==> config.mk <==
export PLATFORM = sky130hd
export DESIGN_NAME = owm_search
export DESIGN_NICKNAME = d
export VERILOG_FILES = /design/src/rtl/owm_search_pkg.sv /design/src/rtl/srch_cmd_ser.sv /design/src/rtl/srch_branch.sv /design/src/rtl/owm_search.sv
export SDC_FILE = /design/constraint.sdc
export NUM_CORES = 1
export LEC_CHECK = 0
export BUFFER_PORTS_ARGS = -buffer_cell sky130_fd_sc_hd__buf_2
export CELL_PAD_IN_SITES_DETAIL_PLACEMENT = 1
export CELL_PAD_IN_SITES_GLOBAL_PLACEMENT = 1
export CORE_ASPECT_RATIO = 0.6
export CORE_MARGIN = 3
export CORE_UTILIZATION = 38
export CTS_BUF_LIST = sky130_fd_sc_hd__clkbuf_4 sky130_fd_sc_hd__clkbuf_8 sky130_fd_sc_hd__clkbuf_16
export DETAILED_ROUTE_END_ITERATION = 6
export GPL_ROUTABILITY_DRIVEN = 1
export PLACE_DENSITY = 0.72
export SLEW_MARGIN = 20
export SYNTH_ARGS = -nofsm -noshare
export SYNTH_HDL_FRONTEND = slang
export SYNTH_SLANG_ARGS = --single-unit
==> constraint.sdc <==
create_clock -name clk -period 3.1 [get_ports clk]
set_input_delay 0.93 -clock clk [delete_from_list [all_inputs] [get_ports clk]]
set_output_delay 0.93 -clock clk [all_outputs]
set_load 0.01 [all_outputs]
==> src/rtl/owm_search_pkg.sv <==
package owm_search_pkg;
  localparam int CMD_W = 8;
  localparam logic [CMD_W-1:0] CMD_SEARCH = 8'hF0;
  localparam logic [CMD_W-1:0] CMD_ALARM  = 8'hEC;

  localparam logic [1:0] OP_RESET = 2'd0;
  localparam logic [1:0] OP_WRITE = 2'd1;
  localparam logic [1:0] OP_READ  = 2'd2;

  typedef enum logic [2:0] {
    ST_IDLE, ST_RST, ST_CMD, ST_RDA, ST_RDB, ST_WR, ST_END
  } srch_state_t;
endpackage

==> src/rtl/srch_cmd_ser.sv <==
module srch_cmd_ser
  import owm_search_pkg::*;
(
  input  logic clk,
  input  logic rst,
  input  logic load,
  input  logic alarm,
  input  logic shift,
  output logic bit_o,
  output logic last_o
);
  localparam int CW = CMD_W;
  localparam int CNTW = $clog2(CW);

  logic [CW-1:0]   sh_q;
  logic [CNTW-1:0] cnt_q;

  always_ff @(posedge clk) begin
    if (rst) begin
      sh_q  <= '0;
      cnt_q <= '0;
    end else if (load) begin
      sh_q  <= alarm ? CMD_ALARM : CMD_SEARCH;
      cnt_q <= '0;
    end else if (shift) begin
      sh_q  <= {1'b0, sh_q[CW-1:1]};
      cnt_q <= cnt_q + 1'b1;
    end
  end

  assign bit_o  = sh_q[0];
  assign last_o = (cnt_q == CNTW'(CW-1));
endmodule

==> src/rtl/srch_branch.sv <==
module srch_branch #(
  parameter int DW = 7
) (
  input  logic          rd_a,
  input  logic          rd_b,
  input  logic [DW-1:0] pos,
  input  logic [DW-1:0] last_disc,
  input  logic          prev_bit,
  output logic          dir,
  output logic          conflict
);
  always_comb begin
    conflict = 1'b0;
    if (rd_a != rd_b) begin
      dir = rd_a;
    end else begin
      conflict = ~rd_a;
      if (pos < last_disc)       dir = prev_bit;
      else if (pos == last_disc) dir = 1'b1;
      else                       dir = 1'b0;
    end
  end
endmodule

==> src/rtl/owm_search.sv <==
module owm_search
  import owm_search_pkg::*;
#(
  parameter int ROM_W = 64
) (
  input  logic             clk,
  input  logic             rst,
  input  logic             start,
  input  logic             next_pass,
  input  logic             alarm_sel,
  output logic             req_valid,
  output logic [1:0]       req_op,
  output logic             req_wbit,
  input  logic             resp_done,
  input  logic             resp_bit,
  output logic             busy,
  output logic             rom_valid,
  output logic [ROM_W-1:0] rom_code,
  output logic             search_done,
  output logic             err_no_presence,
  output logic             err_no_device
);
  localparam int IDXW = (ROM_W > 1) ? $clog2(ROM_W) : 1;
  localparam int DW   = $clog2(ROM_W + 1);

  srch_state_t      st_q;
  logic             pend_q;
  logic [ROM_W-1:0] rom_q;
  logic [IDXW-1:0]  idx_q;
  logic [DW-1:0]    last_disc_q, new_disc_q;
  logic             rd_a_q, rd_b_q;
  logic             busy_q, done_q, errp_q, errd_q, rv_q;
  logic             rv_req_q, wbit_q;
  logic [1:0]       op_q;

  logic cmd_bit, cmd_last, cmd_load, cmd_shift;
  logic dir, conflict;
  logic [DW-1:0] pos;
  logic go_first, go_next;

  assign pos      = DW'(idx_q) + 1'b1;
  assign go_first = (st_q == ST_IDLE) && start;
  assign go_next  = (st_q == ST_IDLE) && !start && next_pass && !done_q && !errp_q && !errd_q;
  assign cmd_load = go_first || go_next;
  assign cmd_shift = (st_q == ST_CMD) && pend_q && resp_done && !cmd_last;

  srch_cmd_ser u_cmd (
    .clk(clk), .rst(rst), .load(cmd_load), .alarm(alarm_sel),
    .shift(cmd_shift), .bit_o(cmd_bit), .last_o(cmd_last)
  );

  srch_branch #(.DW(DW)) u_br (
    .rd_a(rd_a_q), .rd_b(rd_b_q), .pos(pos), .last_disc(last_disc_q),
    .prev_bit(rom_q[idx_q]), .dir(dir), .conflict(conflict)
  );

  always_ff @(posedge clk) begin
    if (rst) begin
      st_q        <= ST_IDLE;
      pend_q      <= 1'b0;
      rom_q       <= '0;
      idx_q       <= '0;
      last_disc_q <= '0;
      new_disc_q  <= '0;
      rd_a_q      <= 1'b0;
      rd_b_q      <= 1'b0;
      busy_q      <= 1'b0;
      done_q      <= 1'b0;
      errp_q      <= 1'b0;
      errd_q      <= 1'b0;
      rv_q        <= 1'b0;
      rv_req_q    <= 1'b0;
      wbit_q      <= 1'b0;
      op_q        <= OP_RESET;
    end else begin
      rv_req_q <= 1'b0;
      rv_q     <= 1'b0;
      case (st_q)
        ST_IDLE: begin
          if (go_first) begin
            last_disc_q <= '0;
            done_q      <= 1'b0;
            errp_q      <= 1'b0;
            errd_q      <= 1'b0;
            rom_q       <= '0;
          end
          if (go_first || go_next) begin
            busy_q <= 1'b1;
            st_q   <= ST_RST;
          end
        end
        ST_RST: begin
          if (!pend_q) begin
            rv_req_q <= 1'b1;
            op_q     <= OP_RESET;
            pend_q   <= 1'b1;
          end else if (resp_done) begin
            pend_q <= 1'b0;
            if (resp_bit) begin
              st_q       <= ST_CMD;
              new_disc_q <= '0;
              idx_q      <= '0;
            end else begin
              errp_q <= 1'b1;
              busy_q <= 1'b0;
              st_q   <= ST_IDLE;
            end
          end
        end
        ST_CMD: begin
          if (!pend_q) begin
            rv_req_q <= 1'b1;
            op_q     <= OP_WRITE;
            wbit_q   <= cmd_bit;
            pend_q   <= 1'b1;
          end else if (resp_done) begin
            pend_q <= 1'b0;
            if (cmd_last) st_q <= ST_RDA;
          end
        end
        ST_RDA: begin
          if (!pend_q) begin
            rv_req_q <= 1'b1;
            op_q     <= OP_READ;
            pend_q   <= 1'b1;
          end else if (resp_done) begin
            pend_q <= 1'b0;
            rd_a_q <= resp_bit;
            st_q   <= ST_RDB;
          end
        end
        ST_RDB: begin
          if (!pend_q) begin
            rv_req_q <= 1'b1;
            op_q     <= OP_READ;
            pend_q   <= 1'b1;
          end else if (resp_done) begin
            pend_q <= 1'b0;
            rd_b_q <= resp_bit;
            if (rd_a_q && resp_bit) begin
              errd_q <= 1'b1;
              busy_q <= 1'b0;
              st_q   <= ST_IDLE;
            end else begin
              st_q <= ST_WR;
            end
          end
        end
        ST_WR: begin
          if (!pend_q) begin
            rv_req_q     <= 1'b1;
            op_q         <= OP_WRITE;
            wbit_q       <= dir;
            rom_q[idx_q] <= dir;
            pend_q       <= 1'b1;
            if (conflict && !dir) new_disc_q <= pos;
          end else if (resp_done) begin
            pend_q <= 1'b0;
            if (idx_q == IDXW'(ROM_W-1)) begin
              st_q <= ST_END;
            end else begin
              idx_q <= idx_q + 1'b1;
              st_q  <= ST_RDA;
            end
          end
        end
        ST_END: begin
          rv_q        <= 1'b1;
          last_disc_q <= new_disc_q;
          done_q      <= (new_disc_q == '0);
          busy_q      <= 1'b0;
          st_q        <= ST_IDLE;
        end
        default: st_q <= ST_IDLE;
      endcase
    end
  end

  assign req_valid       = rv_req_q;
  assign req_op          = op_q;
  assign req_wbit        = wbit_q;
  assign busy            = busy_q;
  assign rom_valid       = rv_q;
  assign rom_code        = rom_q;
  assign search_done     = done_q;
  assign err_no_presence = errp_q;
  assign err_no_device   = errd_q;


  req_pulse_chk: assert property (@(posedge clk) disable iff (rst)
    req_valid |=> !req_valid);


  forced_dir_chk: assert property (@(posedge clk) disable iff (rst)
    (st_q == ST_WR && !pend_q && (rd_a_q != rd_b_q)) |=> (req_wbit == $past(rd_a_q)));


  fresh_branch_chk: assert property (@(posedge clk) disable iff (rst)
    (st_q == ST_WR && !pend_q && !rd_a_q && !rd_b_q && (pos > last_disc_q)) |=> !req_wbit);


  nodev_abort_chk: assert property (@(posedge clk) disable iff (rst)
    (st_q == ST_RDB && pend_q && resp_done && rd_a_q && resp_bit) |=> (err_no_device && !busy && !req_valid));


  nopres_abort_chk: assert property (@(posedge clk) disable iff (rst)
    $rose(err_no_presence) |-> (!busy && !rom_valid));


  done_idle_chk: assert property (@(posedge clk) disable iff (rst)
    search_done |-> (!busy && !req_valid));
endmodule

[After elaboration in Yosys (flattened, before gate mapping)]
Index checks and enable logic that the tools add are counted.
Operators by class
  $add $sub $neg: 3
  magnitude comparators: 3
  equal/unequal tests: 33
  muxes and demuxes: 75
  bitwise operators: 2
  reduce and logical (&&, ||, !) cells: 47
Operators with widths (number)
  64-bit two-way mux: 2
  64-bit case mux with 2 select lines: 1
  64-bit bitwise mux: 1
  2-bit != test, second input constant: 23
  3-bit two-way mux: 14
  7-bit two-way mux: 6
  6-bit two-way mux: 6
  7-bit case mux with 2 select lines: 2
  1-bit two-way mux: 26
  3-bit case mux with 6 select lines: 1
  8-bit two-way mux: 2
  2-bit nonzero test: 7
  3-bit == test, second input constant: 4
  1-bit logical AND: 12
  6-bit case mux with 2 select lines: 1
  12-bit AND reduction: 1
  3-bit AND reduction: 4
  5-bit AND reduction: 2
  2-bit two-way mux: 4
  1-bit case mux with 2 select lines: 4
  8-bit AND reduction: 1
  2-bit OR reduction: 4
  6-bit by 1-bit adder with 7-bit output, second input constant: 1
  7-bit == test: 1
  other kinds (26): 33
Word-level totals
  register bits after elaboration: 110
  input bits: 7
  output and inout port bits: 73

[Longest topological paths before layout]
Gate-level depths: netlist of run 1.
  depth in word-level cells: 10
  depth in mapped cells: 14
  mapped depth without buffers: 11

[Hierarchy]
From an unflattened synthesis of run 1, not the netlist that was laid out.
Unflattened totals
  cells, all modules: 743
  area, all modules: 5854.4 um^2
By module, submodules not included
  owm_search: times used 1, cells each 672, area each 5178.7 um^2, sequential area each 1981.9 um^2
  srch_cmd_ser: times used 1, cells each 41, area each 452.9 um^2, sequential area each 220.2 um^2
  srch_branch: times used 1, cells each 30, area each 222.7 um^2, sequential area each 0.0 um^2

[Least setup slack after synthesis of run 1]
OpenSTA, ideal clock, no wires.
  path type: register to register
  from: reg idx_q[1]
  to: reg new_disc_q[1]
  setup time: 0.070 ns
  arrival time: 3.235 ns
  required time: 3.030 ns
  slack: -0.205 ns
  stages on the path, launching flop included: 15
  path buffers: 3
  period minus slack after synthesis: 3.305 ns
  cells stage by stage: dfxtp_1 clkbuf_1 buf_2 nand2_1 nor2_1 xor2_1 ha_1 nand4_1 or2_2 a31oi_1 nor2_1 o21ai_0 clkbuf_1 o21ai_0 a21oi_1
On the way
  longest elaborated chain between the ends: 9
  elaborated cells between the ends (all ways): 15
  classes of those cells: 1 x add/sub; 1 x order compare; 2 x eq/ne; 8 x mux; 3 x reduce/logical
Ends and longest elaborated chain
  start: declaration: RTL line owm_search.sv:29  | logic [IDXW-1:0] idx_q;
  start signal: assignment: RTL line owm_search.sv:162  | idx_q <= idx_q + 1'b1;
  branches (longest 9 deep; another with 6-bit by 1-bit adder with 7-bit output)
  end signal: assignment: RTL line owm_search.sv:156  | if (conflict && !dir) new_disc_q <= pos;
  end: declaration: RTL line owm_search.sv:30  | logic [DW-1:0] last_disc_q, new_disc_q;
Several ways; the timed one is not identified. The select of a mux whose other input is x is not followed.
A chain may end at the register's enable or synchronous reset.

[Worst setup path after layout of run 1]
  from: reg idx_q[1]
  to: reg new_disc_q[0]
On the way
  longest elaborated chain between the ends: 9
  elaborated cells between the ends (all ways): 12
  classes of those cells: 1 x add/sub; 1 x order compare; 2 x eq/ne; 5 x mux; 3 x reduce/logical
Ends and longest elaborated chain
  branches (longest 3 deep; another with 6-bit by 1-bit adder with 7-bit output)
  1-bit two-way mux (*): RTL line srch_branch.sv:18  | if (pos < last_disc) dir = prev_bit;
  1-bit two-way mux (*): RTL line srch_branch.sv:14  | if (rd_a != rd_b) begin
  1-bit logical NOT (*): RTL line owm_search.sv:156
  1-bit logical AND (*): RTL line owm_search.sv:156
  2-bit != test (no line) (*)
  6-bit AND reduction (no line) (*)
Mark *: on every way between the ends. The select of a mux whose other input is x is not followed.

==> results.md, run 1 <==
- Starting Density: 39.3%
- Yosys cell types: 55
- Die X: 160 um
- Post-DP HPWL: 14900 um
- Yosys warning count: 0
- R2R setup slack: 140 ps
- Longest Clk Path Bufs: 2
- Synth Flop Type: dfxtp_1
- Relative slew slack: 15.6%
- Final Wtd Congestion: 0.923
- Die ar.: 15800 um2
- Tightest Pin Transition: 1260 ps
- Critical path class: reg2reg
- Cell repeated most along the worst path: buf_4
- Post-route antenna net violation count: 0
- Hold slack: 465 ps
- First-pass GRT wire length: 33000 um
- DIE HEIGHT: 98.7 um
- Via Count: 5741
- Yosys top cell area share: 40.5%
- Arr. time, crit path: 3250 ps
- PwrDens: 451 nW/um2
- Final Hold Fails: 0
- IO Pins: 80
- Fin cells: 951
- Worst reg2reg endpoint: new_disc_q[0]
- Worst r2r path cells: 10
- Area grow syn2layout: 21.7%
- Wire per inst: 21.9 um
- Slew Viols, Final: 0
- Min-delay worst type: reg2reg
- Min-delay src: u_cmd.sh_q[1]
- Via density per instance: 6.04
- Final cycle utilization of the critical path: 95.5%
- Sink Count: 110
- Post-Syn Area: 5440 um2
- CTS Buf Count: 9
- CP max stage delay: 550 ps
- Mean post-synth cell area: 8.10 um2
- Worst Setup End Kind: register
- Area of the core: 13800 um2
- Share of layout cells above drive strength 1: 24.6%
- Buffers plus inverters on the worst setup path: 3
- Drt drc: 0
- Gr ovfl total: 0
- CP delay by family, top: simple AND/OR/NAND/NOR gates
- Leak: 0.00273 uW
- Num rows: 33
- Final Setup Violations: 0
- Final critical-path required period: 2960 ps
- WL final: 20800 um
- TritonRoute pass-1 iters: 4
- Total power: 2980 uW
- Status: completed
- Crit path depth: 10
- Post-synthesis sequential area ratio: 40.5%
- Crit path launch type: register
- Vias in the first global route: 5771
- Ys async rst share: 0%
- Clk pin slew, worst setup/hold paths: 80 ps
- Setup crit end: new_disc_q[0]
- Final #Nets: 772
- Initial antenna violation count: 0
- Worst EP required: 3390 ps
- CTS tree: built
- Critical-path cell list: buf_4 -> mux4_2 -> mux2i_1 -> a22oi_1 -> nand4b_1 -> buf_4 -> nor4_2 -> buf_4 -> or4_1 -> a21oi_1
- Synthesis-stage register bit count: 110
- EDFF count, synth: 0
- IO Port Bufs: 79
- Largest net degree at the start of global routing: 62
- Total track usage: 26.3%
- RR Startpoint: idx_q[1]
- Max-cap viol count: 0
- Crit Path Max Fanout: 14
- Post-synth top area cell: dfxtp_1
- Diodes inserted: 0
- Final core utilization: 47.8%
- CTS Root Buffer Type: clkbuf_16
- Latest clock arrival within the worst-skew pair: 360 ps
- Worst VDD drop: 0.257 mV
- Drt first-iter violations: 527
- Fin Clk Skew: 15.1 ps
- CTS H-Tree Depth: 3
- Mapped Cells: 671
- Synthesized Nets: 689
- F_max: 338 MHz
- CP max stage cell: mux4_2
- Placed Cells: 931
- CP Launch Point: idx_q[1]
- Fillers: 1696
- Ranking of synthesized cells by area: dfxtp_1 40%, o21ai_0 12%, a21oi_1 9.3%, nand2_1 3.7%, mux4_2 3.3%
==> power breakdown <==
part | leakage [uW] | switching [uW] | internal (uW)
combinational | 0.00169 | 192 | 99.6
sequential | 0.000889 | 37.7 | 1450
clock | 0.000151 | 597 | 610
==> layer usage <==
layer  vias to the layer above  GRT usage (%)  routed length, um
met4                         0           5.73                248
met5                         -              0                  0
li1                       2609              -                  -
met1                      2870           40.7              10300
met3                        23           6.51               1960
met2                       239           36.5               8310
==> cell usage in the layout (no fill, tap or decap), drive strengths merged, types with 3 or more instances in the layout <==
master,count
xor2,3
nor3b,3
nand3b,8
inv,19
o221ai,5
nor2,41
a211oi,4
dfxtp,110
o21ai,136
ha,11
and2,3
nand2,53
o22ai,3
o211ai,10
a21oi,101
nor4,3
or3,6
a31oi,6
clkbuf,11
nor3,8
o31ai,3
and3,3
mux4,8
nand2b,3
nand3,15
or2,5
buf,124
a22o,7
a22oi,3
mux2i,13
o41ai,5
mux2,5
==> metrics by stage <==
step / setup TNS (ps) / setup WS (ps) / area [um2]
finish: 0 / 140 / 6620
detailed placement: -7070 / -335 / 6200
global placement: -1110 / -149 / 6200
floorplan: 0 / 31.9 / 5450
global route: -20.6 / -8.34 / 6620
CTS: 0 / 17.9 / 6550
==> worst min path at each step <==
stage / endpoint / slack (ps) / cells past startpoint
floorplan: u_cmd.sh_q[1] / 430 / 2
global placement: u_cmd.sh_q[7] / 440 / 2
detailed placement: u_cmd.sh_q[1] / 450 / 2
CTS: u_cmd.sh_q[1] / 460 / 2
global route: u_cmd.sh_q[1] / 490 / 2
finish: u_cmd.sh_q[1] / 460 / 2
==> flip-flops by register name (all words and copies together) (netlist names), 2 cells and up <==
signal / flops
rom_code: 64
new_disc_q: 7
u_cmd.sh_q: 8
last_disc_q: 7
u_cmd.cnt_q: 3
idx_q: 6
req_op: 2
st_q: 3
==> cells by family (layout without fill, tap and decap cells) <==
| group | Yosys count | count (layout) | synth area share, % |
|---|---|---|---|
| buffers and inverters | 67 | 155 | 4.92 |
| xor gates and xnor gates | 5 | 5 | 0.805 |
| adders and majority gates | 11 | 11 | 2.53 |
| and+or+nand+nor | 161 | 161 | 14.3 |
| DFF | 110 | 110 | 40.5 |
| AOI/OAI and AO/OA | 291 | 291 | 30.2 |
| muxes | 26 | 26 | 6.74 |
==> worst register-to-register path: stages, from the launching register on <==
cell and delay (ps):
dfxtp_1 400, buf_4 310, mux4_2 560, mux2i_1 170, a22oi_1 180, nand4b_1 230, buf_4 170, nor4_2 40
buf_4 190, or4_1 480, a21oi_1 150
==> cells in the mapped netlist, types with 9 or more instances <==
cell      instances
nand3_1          15
o21ai_0         131
nor2_1           41
clkbuf_1         37
buf_1             9
mux2i_1          13
dfxtp_1         110
a21oi_1         101
nand2_1          53
inv_1            15
o211ai_1          9
ha_1             11
==> layout make-up <==
| cell class | instances | area [um2] | area share, % |
|---|---|---|---|
| Multi-Input combinational cell | 494 | 3070 | 46.3 |
| Tap cell | 192 | 240 | 3.63 |
| Clock inverter | 5 | 48.8 | 0.737 |
| Sequential cell | 110 | 2200 | 33.3 |
| Inverter | 15 | 56.3 | 0.851 |
| Timing Repair Buffer | 124 | 749 | 11.3 |
| Clock buffer | 11 | 253 | 3.82 |
==> what timing repair did <==
action | in CTS | in global routing
pin swaps | 2 | 2
hold buffers | 0 | 0
resized for setup | 11 | 20
endpoints found under the setup margin | 63 | 64
setup buffers | 3 | 1
Power figures use the tool's default switching activity.
==> run 2: changes to the inputs <==
--- a/config.mk
+++ b/config.mk
@@ -5,14 +5,14 @@
 export SDC_FILE = /design/constraint.sdc
 export NUM_CORES = 1
 export LEC_CHECK = 0
-export BUFFER_PORTS_ARGS = -buffer_cell sky130_fd_sc_hd__buf_2
 export CELL_PAD_IN_SITES_DETAIL_PLACEMENT = 1
 export CELL_PAD_IN_SITES_GLOBAL_PLACEMENT = 1
 export CORE_ASPECT_RATIO = 0.6
 export CORE_MARGIN = 3
-export CORE_UTILIZATION = 38
+export CORE_UTILIZATION = 42
 export CTS_BUF_LIST = sky130_fd_sc_hd__clkbuf_4 sky130_fd_sc_hd__clkbuf_8 sky130_fd_sc_hd__clkbuf_16
 export DETAILED_ROUTE_END_ITERATION = 6
+export DONT_BUFFER_PORTS = 1
 export GPL_ROUTABILITY_DRIVEN = 1
 export PLACE_DENSITY = 0.72
 export SLEW_MARGIN = 20
==> run 2 against run 1 <==
  * Combinational power down 11%
  * Register-to-register slack about the same
  * Core utilization up 2.2 points
  * Critical endpoint unchanged
  * Maximum frequency down 0.16%
  * Clock skew down 1.2 ps
  * Sequential cell count unchanged
  * Largest power group unchanged
  * Total power up 2.9%
  * Clock-buffer cell count unchanged
  * Hold slack worse by 8.8 ps
  * Critical path depth unchanged
  * Design area down 6.7%
==> results.md, run 2 (same netlist as run 1, synthesis figures left out) <==
- Status: completed
- Fin Clk Skew: 13.9 ps (-1.18 ps)
- First-pass GRT wire length: 32900 um (-0.33%)
- Max-cap viol count: 0 (unchanged)
- TritonRoute pass-1 iters: 4 (unchanged)
- Gr ovfl total: 0 (unchanged)
- Final Setup Violations: 0 (unchanged)
- Sink Count: 110 (unchanged)
- Critical path class: reg2reg
- Slew Viols, Final: 0 (unchanged)
- Final Wtd Congestion: 0.921 (-0.24%)
- F_max: 337 MHz (-0.16%)
- Via density per instance: 6.58 (+9.0%)
- Crit path launch type: register
- CP max stage delay: 530 ps (-20 ps)
- Arr. time, crit path: 3240 ps (about the same)
- Share of layout cells above drive strength 1: 14.9% (-9.7 points)
- Final Hold Fails: 0 (unchanged)
- CTS Buf Count: 9 (unchanged)
- Max FFs per register: 64 (unchanged)
- Hold path depth: 2 (unchanged)
- CTS tree: built
- Post-DP HPWL: 15300 um (+3.1%)
- Cell repeated most along the worst path: buf_4
- Largest net degree at the start of global routing: 56 (-9.7%)
- IO Pins: 80 (unchanged)
- IO Port Bufs: 0 (-100%)
- Dpl ws: -325 ps (+10.5 ps)
- Area grow syn2layout: 13.6%
- Final cycle utilization of the critical path: 95.6% (+0.15 points)
- Relative slew slack: 26.1% (+10 points)
- Leak: 0.00227 uW (-17%)
- Setup slack after layout: 135 ps (-4.60 ps)
- Post-route antenna net violation count: 0 (unchanged)
- Commonest non-fill, non-tap cells in the layout: 125 x o21ai_0, 110 x dfxtp_1, 99 x a21oi_1, 44 x nand2_1, 42 x buf_4
- Worst Setup End Kind: register
- Latest clock arrival within the worst-skew pair: 360 ps (about the same)
- Final critical-path required period: 2960 ps (+4.60 ps)
- PwrDens: 497 nW/um2 (+10%)
- Die X: 153 um (-4.7%)
- Worst VDD drop: 0.256 mV (-0.50%)
- RR Startpoint: idx_q[1]
- Starting Density: 44.1% (+4.8 points)
- Placed inst area: 5750 um2 (-7.2%)
- R2R setup slack: 140 ps (about the same)
- Commonest non-fill, non-tap cell in the layout: o21ai_0
- Total track usage: 29.4% (+3.0 points)
- CTS H-Tree Depth: 3 (unchanged)
- WL final: 21400 um (+2.9%)
- Worst reg2reg endpoint: new_disc_q[0]
- Area of the core: 12300 um2 (-11%)
- Initial antenna violation count: 0 (unchanged)
- Wire per inst: 25.4 um (+16%)
- Worst EP required: 3380 ps (about the same)
- Buffers plus inverters on the worst setup path: 3 (unchanged)
- Clk pin slew, worst setup/hold paths: 70 ps (about the same)
- RSZ-0062 raised after global routing: false
- Min-delay worst type: reg2reg
- Drt first-iter violations: 652 (+24%)
- Min-delay src: u_cmd.sh_q[2]
- Worst r2r path cells: 10 (unchanged)
- Fin area: 6180 um2 (-6.7%)
- Crit Path Max Fanout: 15 (+1)
- WHS Endpoint: u_cmd.sh_q[1]
- Longest Clk Path Bufs: 2 (unchanged)
- DIE HEIGHT: 94.1 um (-4.6%)
- CTS Hold Bufs: 0 (unchanged)
- Final #Nets: 691 (-10%)
- CP max stage cell: mux4_2
- CP delay by family, top: multiplexers
- Tightest Pin Transition: 1100 ps (-157 ps)
- Vias in the first global route: 5599 (-3.0%)
- Die ar.: 14400 um2 (-9.1%)
- Num rows: 31 (-6.1%)
- Drt drc: 0 (unchanged)
- Critical-path cell list: buf_4 -> mux4_2 -> mux2i_1 -> a22oi_1 -> nand4b_1 -> buf_4 -> nor4_2 -> buf_4 -> or4_1 -> a21oi_1
- CTS Root Buffer Type: clkbuf_16
- Via Count: 5546 (-3.4%)
- Diodes inserted: 0 (unchanged)
- Hold slack: 456 ps (-8.80 ps)
-- run 2: cell count changes in the layout (fill, tap and decap cells not counted), sizes merged --
cell    delta
buf       -81
inv        -2
bufinv     +2
-- run 2: area by class of cell --
type                            count  area, um2
Sequential cell                   110       2200
Multi-Input combinational cell    494       3050
Clock buffer                       11        246
Fill cell                        1488       6160
Tap cell                          165        206
Inverter                           15       56.3
Timing Repair Buffer               43        327
Clock inverter                      5       88.8
-- run 2: metrics by stage --
stage,total power [uW],TNS (ps),instances,utilization (%)
after floorplan,1690,0,671,-
after global placement,1770,-331,824,46.6
after detailed placement,1780,-12360,824,46.6
after CTS,3080,0,843,49.7
after global routing,3170,0,843,50.1
final,3070,0,843,50.1
-- run 2: worst max-delay path by stage --
stage,start,cells past startpoint,endpoint,slack (ps)
after floorplan,idx_q[1],12,rom_code[17],30
after global placement,idx_q[1],10,rom_code[16],-50
after detailed placement,idx_q[1],10,rom_code[24],-320
after CTS,idx_q[1],13,rom_code[47],30
after global routing,idx_q[1],10,new_disc_q[0],5
final,idx_q[1],10,new_disc_q[0],140
-- run 2: metal layers --
| layer | share of wire [%] | global-route usage (%) | vias to the layer above |
|---|---|---|---|
| met3 | 13 | 12.3 | 31 |
| met2 | 40 | 40.6 | 277 |
| li1 | - | - | 2463 |
| met5 | 0 | 0 | - |
| met1 | 46 | 41.6 | 2775 |
| met4 | 1.5 | 8.01 | 0 |
-- run 2: power by group --
part	switching, uW	internal [uW]
Sequential	46.8	1450
Combinational	175	84.9
Clock	566	751
Total	788	2280
-- run 2: timing repair --
| action | 4_1_cts | 5_1_grt |
|---|---|---|
| gates cloned | 0 | 0 |
| endpoints found under the setup margin | 61 | 63 |
| resized for setup | 8 | 16 |
| pin swaps | 3 | 1 |
| setup buffers | 3 | 0 |
-- run 2: worst reg2reg max path, cell delays in order (launching register included) --
cell and delay (ps):
dfxtp_1 420, buf_4 310, mux4_2 550, mux2i_1 280, a22oi_1 110, nand4b_1 190
buf_4 160, nor4_2 40, buf_4 210, or4_1 480, a21oi_1 160
